==> src/rtl/cps_pkg.sv <==
package cps_pkg;
    localparam int REG_W    = 32;
    localparam int FLD_W    = 3;
    localparam int SMP_LSB  = 0;
    localparam int DRV_LSB  = 16;
    localparam int DIV_LSB  = 24;
    localparam int WAKE_BIT = 11;
    localparam int HOLD_BIT = 29;

    typedef struct packed {
        logic [FLD_W-1:0] smp;
        logic [FLD_W-1:0] drv;
        logic [FLD_W-1:0] div;
        logic             wake;
    } cps_fields_t;
endpackage

==> src/rtl/cps_field_store.sv <==
module cps_field_store
    import cps_pkg::*;
#(
    parameter int DW = REG_W
) (
    input  logic          clk,
    input  logic          rst_n,
    input  logic          wr_en,
    input  logic [DW-1:0] wr_data,
    input  logic          wake_evt,
    output cps_fields_t   fld_o,
    output logic [DW-1:0] rd_data
);
    cps_fields_t fld_d, fld_q;

    always_comb begin
        fld_d = fld_q;
        if (wr_en) begin
            fld_d.smp = wr_data[SMP_LSB +: FLD_W];
            fld_d.drv = wr_data[DRV_LSB +: FLD_W];
            fld_d.div = wr_data[DIV_LSB +: FLD_W];
            if (wr_data[WAKE_BIT]) begin
                fld_d.wake = 1'b0;
            end
        end
        // a new event outranks a simultaneous clear
        if (wake_evt) begin
            fld_d.wake = 1'b1;
        end
    end

    always_ff @(posedge clk or negedge rst_n) begin
        if (!rst_n) begin
            fld_q <= '0;
        end else begin
            fld_q <= fld_d;
        end
    end

    always_comb begin
        rd_data                     = '0;
        rd_data[SMP_LSB +: FLD_W]   = fld_q.smp;
        rd_data[DRV_LSB +: FLD_W]   = fld_q.drv;
        rd_data[DIV_LSB +: FLD_W]   = fld_q.div;
        rd_data[WAKE_BIT]           = fld_q.wake;
    end

    assign fld_o = fld_q;
endmodule

==> src/rtl/cps_clk_div.sv <==
module cps_clk_div #(
    parameter int CW = 3
) (
    input  logic          clk,
    input  logic          rst_n,
    input  logic [CW-1:0] div_i,
    output logic          tick_o
);
    typedef struct packed {
        logic [CW-1:0] cnt;
        logic [CW-1:0] lim;
    } div_st_t;

    div_st_t st_d, st_q;
    logic    wrap;

    assign wrap = (st_q.cnt == st_q.lim);

    always_comb begin
        st_d = st_q;
        if (wrap) begin
            st_d.cnt = '0;
            st_d.lim = div_i;   // new length is sampled only at restart
        end else begin
            st_d.cnt = st_q.cnt + 1'b1;
        end
    end

    always_ff @(posedge clk or negedge rst_n) begin
        if (!rst_n) begin
            st_q <= '0;
        end else begin
            st_q <= st_d;
        end
    end

    assign tick_o = wrap;
endmodule

==> src/rtl/cps_cmd_hold.sv <==
module cps_cmd_hold #(
    parameter int DW      = 32,
    parameter int CW      = 3,
    parameter int HOLD_IX = 29
) (
    input  logic [CW-1:0] drv_i,
    input  logic [DW-1:0] cmd_i,
    output logic [DW-1:0] cmd_o
);
    logic shifted;

    assign shifted = |drv_i;

    for (genvar b = 0; b < DW; b++) begin : g_bit
        if (b == HOLD_IX) begin : g_hold
            assign cmd_o[b] = cmd_i[b] | shifted;
        end else begin : g_pass
            assign cmd_o[b] = cmd_i[b];
        end
    end
endmodule

==> src/rtl/cclk_phase_ctrl.sv <==
module cclk_phase_ctrl
    import cps_pkg::*;
(
    input  logic             clk,
    input  logic             rst_n,
    input  logic             wr_en,
    input  logic [REG_W-1:0] wr_data,
    output logic [REG_W-1:0] rd_data,
    input  logic             wake_evt,
    output logic             irq,
    input  logic [REG_W-1:0] cmd_in,
    output logic [REG_W-1:0] cmd_out,
    output logic             bus_clk_en
);
    cps_fields_t fld;

    cps_field_store #(.DW(REG_W)) u_store (
        .clk      (clk),
        .rst_n    (rst_n),
        .wr_en    (wr_en),
        .wr_data  (wr_data),
        .wake_evt (wake_evt),
        .fld_o    (fld),
        .rd_data  (rd_data)
    );

    cps_clk_div #(.CW(FLD_W)) u_div (
        .clk    (clk),
        .rst_n  (rst_n),
        .div_i  (fld.div),
        .tick_o (bus_clk_en)
    );

    cps_cmd_hold #(.DW(REG_W), .CW(FLD_W), .HOLD_IX(HOLD_BIT)) u_hold (
        .drv_i (fld.drv),
        .cmd_i (cmd_in),
        .cmd_o (cmd_out)
    );

    assign irq = fld.wake;
endmodule

==> config.mk <==
export PLATFORM = sky130hd
export DESIGN_NAME = cclk_phase_ctrl
export DESIGN_NICKNAME = d
export VERILOG_FILES = /design/src/rtl/cps_pkg.sv /design/src/rtl/cps_field_store.sv /design/src/rtl/cps_clk_div.sv /design/src/rtl/cps_cmd_hold.sv /design/src/rtl/cclk_phase_ctrl.sv
export SDC_FILE = /design/constraint.sdc
export NUM_CORES = 1
export LEC_CHECK = 0
export CORE_AREA = 2 2 55 57
export DETAILED_ROUTE_END_ITERATION = 8
export DIE_AREA = 0 0 57 59
export DONT_BUFFER_PORTS = 1
export HOLD_SLACK_MARGIN = 0.02
export PLACE_DENSITY = 0.55
export SLEW_MARGIN = 20
export SYNTH_ARGS = -nofsm -noshare
export SYNTH_HDL_FRONTEND = slang
export SYNTH_SLANG_ARGS = --single-unit
==> constraint.sdc <==
create_clock -name clk -period 1.45 [get_ports clk]
set_input_delay 0.3625 -clock clk [delete_from_list [all_inputs] [get_ports clk]]
set_output_delay 0.3625 -clock clk [all_outputs]
set_load 0.01 [all_outputs]
* Word-level counts from Yosys, hierarchy flattened
Cells that the tools add are included.
** Word-level totals
- Register bits after elaboration :: 16
- Latch bits :: 0
- Memory bits (writable) :: 0
- ROM bits :: 0
- Output and inout port bits :: 66
- Word-level logic and storage cells :: 17
- Memories :: 0
** Cells by class
- Add/subtract/negate cells :: 1
- Multiply operators :: 0
- Divide/modulo/power cells :: 0
- $lt $le $gt $ge :: 0
- Equal/unequal tests :: 1
- Shift operators :: 0
- Mux-type cells :: 4
- Bitwise logic cells :: 1
- Reductions and logical operators :: 4
** Operators with widths (count)
- 2-bit nonzero test :: 2
- 3-bit by 1-bit adder with 3-bit output (second input constant) :: 1
- 3-bit == test :: 1
- 1-bit 2-to-1 mux :: 3
- 3-bit 2-to-1 mux :: 1
- 3-bit OR reduction :: 1
- 2-bit AND reduction :: 1
- 1-bit OR :: 1

* Logic depth before layout (Yosys ltp)
- Depth in word-level cells :: 3
- Depth in mapped cells :: 4

* Modules after synthesis
A second synthesis with hierarchy kept.
** Unflattened totals
- Cells, all modules :: 105
- Area, all modules :: 1156.1 µm²
** Modules (own cells, without submodules)
- cps_field_store :: instances 1, cells each 55, area an instance 651.9 µm², seq. area each 250.2 µm²
- cps_clk_div :: instances 1, cells each 18, area an instance 264.0 µm², seq. area each 150.1 µm²
- cps_cmd_hold :: instances 1, cells each 32, area an instance 240.2 µm², seq. area each 0.0 µm²

* Worst setup path before layout
OpenSTA, ideal clock, no wires.
- Path kind :: reg-to-output
- Start point :: register u_store.fld_q (netlist bit u_store.fld_o[5])
- End point :: output port cmd_out[29]
- Data arrival time :: 0.978 ns
- Path slack :: 0.110 ns
- Stages on the path, launching flop included :: 2
- Buffers on the path :: 0
- Path through :: dfrtp_1 > or4_1
** On the way
- Cells in the longest elaborated chain, start to end :: 2
** RTL lines
- start, declared :: line cps_field_store.sv:14 : cps_fields_t fld_d, fld_q;
- start signal, assigned :: line cps_field_store.sv:36 : fld_q <= fld_d;
- 3-bit OR reduction :: line cps_cmd_hold.sv:12 : assign shifted = |drv_i;
- 1-bit OR :: line cps_cmd_hold.sv:16 : assign cmd_o[b] = cmd_i[b] | shifted;
- end, declared :: line cclk_phase_ctrl.sv:12 : output logic [REG_W-1:0] cmd_out,
No other way between the ends.

* Worst setup path in the final report
- Start point :: register u_store.fld_q (netlist bit u_store.fld_o[4])
- End point :: output port cmd_out[29]
Same word-level chain as after synthesis.

==> results.cfg <==
[sta]
fin_crit_sh_pct = 109
holdWs_ns = 0.186
rsz0062_at_grt = yes
maxSlewViolCount = 0
setup-tns-final_ns = -0.126
max_freq_mhz = 635
fin_skew_ns = 0.00679
fin_ws_ns = -0.126
tightestPinTransition_ns = 0.698
hold_violations = 0
period_needed_ns = 1.58
setup_viol = 1
slew_headroom_pct = 53.3

[grt]
grt_max_degree = 17
grt_pass1_wl_um = 2030
track_usage_pct = 7.75
grt-ovfl-total = 0
grt_pass1_vias = 466
antenna_found_initial = 0

[detailed_routing]
drcViolationCount = 0
wl_per_cell_um = 13.4
num_vias = 449
postRouteAntennaNets = 0
routed_wl_um = 1410
vias_per_cell = 4.28
drt_first_pass_iters = 2
drt-initial-drc-count = 4

[synth]
syn_area_per_cell_um2 = 10.8
synth_area_leaders = buf_4, dfrtp_1, mux2_2
synth_top_area_cell = buf_4
synth-seq-area-share_pct = 38.3
synth_top_family_by_area = buffers and inverters
synth_xor_area_share_pct = 3.35
ys_ff_latch = 16
yosysTopAreaCellShare_pct = 38.8
ys_types = 15
synth_compound_area_share_pct = 0.719
synthAdderAreaFrac_pct = 1.20
synthMuxAreaShare_pct = 12.9
synth-simple-area-share_pct = 3.47
ys_warn_count = 0
synthesis.area_mm2 = 0.00104
syn_inst = 97

[clocking]
clkSlewWorstSetupHoldPaths_ns = 0.09
cts-root-buf = clkbuf_4
cts_sinks = 16
cts_tree = yes
htreeDepth = 1
clk_latency_ns = 0.28
cts_buffer_depth = 2
cts_inserted_buffers = 3

[critical_path]
critPathMaxStageDelay_ns = 0.54
slowest_stage = or4_4
arrival_ns = 1.21
crit_chain = or4_4
r2r_cells = 4
worst-setup-path-type = reg2out
critPathBufInv = 0
worstSetupEndpointType = output port
worstReg2RegStart = u_div.st_q[2]
worstPathRequired_ns = 1.09
cp_num_cells = 1
rr_endpoint = u_div.st_q[0]
critPathTopFamily = simple AND/OR/NAND/NOR gates
reg2reg_slack_ns = 0.15
critPathLaunch = u_store.fld_o[4]
cp-start-kind = register
path_max_fanout = 2
endpoint = cmd_out[29]

[die]
io_pins = 134
die_width_um = 57
die-area_mm2 = 0.00336
core_area_mm2 = 0.00271
start_util_pct = 38.6
rows = 19
die_h_um = 59

[flow_run]
drv_cap = 0

[power]
seqPwrFrac_pct = 44.7
p_leak_nw = 0.411
power_density_mw_per_mm2 = 1740
switching_share_pct = 31.7
ir_worst_vdd_uv = 776
clkPwrFrac_pct = 18.6
total_power_w = 0.00151
p_int_w = 0.00103
switchingPower_w = 0.000478
combinationalPowerShare_pct = 36.7

[final_layout]
antenna_cells = 0
syn_to_final_growth_pct = -17.2
drive_gt1_share_pct = 33.8
fillers = 282
final_nets = 144
stdcell_area_um2 = 865

[placed_design]
io_buffer_count = 0
place_ws_ns = 0.143
hpwl_um = 1050
gp_congestion = 0.614
placed_area_um2 = 774

[status]
outcome = finished, violations left
violations = negative setup slack

[hold_path]
hold_class = in2reg
-- final cells by class --
class	count	area, um2	share of cell area (%)
Sequential cell	16	400	46.3
Inverter	1	6.26	0.724
Timing Repair Buffer	7	55.1	6.37
Tap cell	31	38.8	4.49
Multi-Input combinational cell	46	328	37.9
Clock buffer	4	36.3	4.20
-- worst min-delay path by stage --
stage             start                to  slack (ns)  cells after the start
6_report       wake_evt  u_store.fld_o[0]        0.19                      1
5_1_grt        wake_evt  u_store.fld_o[0]        0.16                      1
4_1_cts        wake_evt  u_store.fld_o[0]        0.17                      1
3_5_place_dp      rst_n  u_store.fld_o[4]        0.07                      0
3_3_place_gp      rst_n  u_store.fld_o[8]        0.07                      0
2_1_floorplan     rst_n     u_div.st_q[0]        0.07                      0
-- stage by stage --
stage,instances,utilization [%]
after floorplan,118,-
after global placement,97,28.6
after detailed placement,97,28.6
after CTS,104,31.0
after global routing,105,31.9
final,105,31.9
-- flip-flops by register name, indices dropped and copies added (netlist names) --
register,flops
u_store.fld_o,10
u_div.st_q,6
-- cells by family after synthesis --
logic type,count (synthesis)
buffers and inverters,56
DFF,16
muxes,12
and+or+nand+nor,6
xor gates and xnor gates,4
adders and majority gates,1
other,1
AOI/OAI and AO/OA,1
-- worst register-to-register path: cells and delay by family (launching register included) --
family | cells | cell delay, ns
buffers and inverters | 1 | 0.17
XOR/XNOR | 1 | 0.17
AND/OR/NAND/NOR | 1 | 0.12
multiplexers | 1 | 0.31
flip-flops | 1 | 0.42
-- layout by cell type (no fill, tap or decap) --
cell	Yosys	layout
clkbuf_4	0	3
clkbuf_8	0	1
xnor2_2	0	2
or4_4	0	1
ha_1	1	1
conb_1	1	22
mux2_2	9	9
nor2_1	2	2
xnor2_1	4	2
inv_4	0	1
dfrtp_1	16	16
mux2_1	3	3
a21o_1	1	1
buf_4	54	6
dlygate4sd3_1	0	1
and2_2	1	1
nand2_1	1	1
nand3_2	1	1
-- cell usage after synthesis --
library cell,instances
dfrtp_1,16
conb_1,1
nor2_1,2
nand3_2,1
buf_4,54
ha_1,1
xnor2_1,4
a21o_1,1
and2_2,1
or4_1,1
buf_2,1
nand2_1,1
mux2_1,3
inv_1,1
mux2_2,9
-- power groups by stage --
stage	clock network, W	logic (W)	registers (W)
5_1_grt	0.000319	0.000610	0.000688
6_report	0.000281	0.000554	0.000674
3_5_place_dp	0	0.000416	0.000671
2_1_floorplan	0	0.000487	0.000656
3_3_place_gp	0	0.000410	0.000668
4_1_cts	0.000294	0.000489	0.000661
-- per-layer routing --
| metal | part of all wire, % | GRT usage, % | wire [um] | vias up |
|---|---|---|---|---|
| li1 | - | - | - | 189 |
| met1 | 30 | 6.91 | 426 | 206 |
| met2 | 51 | 12.5 | 719 | 42 |
| met3 | 16 | 4.37 | 226 | 12 |
| met4 | 2.4 | 6.98 | 34 | 0 |
| met5 | 0 | 0 | 0 | - |
-- timing repair --
item                       in CTS  in global routing
setup endpoints to repair       2                  2
hold buffers                    1                  0
pin swaps                       4                  4
hold endpoints to repair       16                  0
buffers inserted                2                  1
gates resized for setup         2                  3
(Power assumes the default switching activity.)
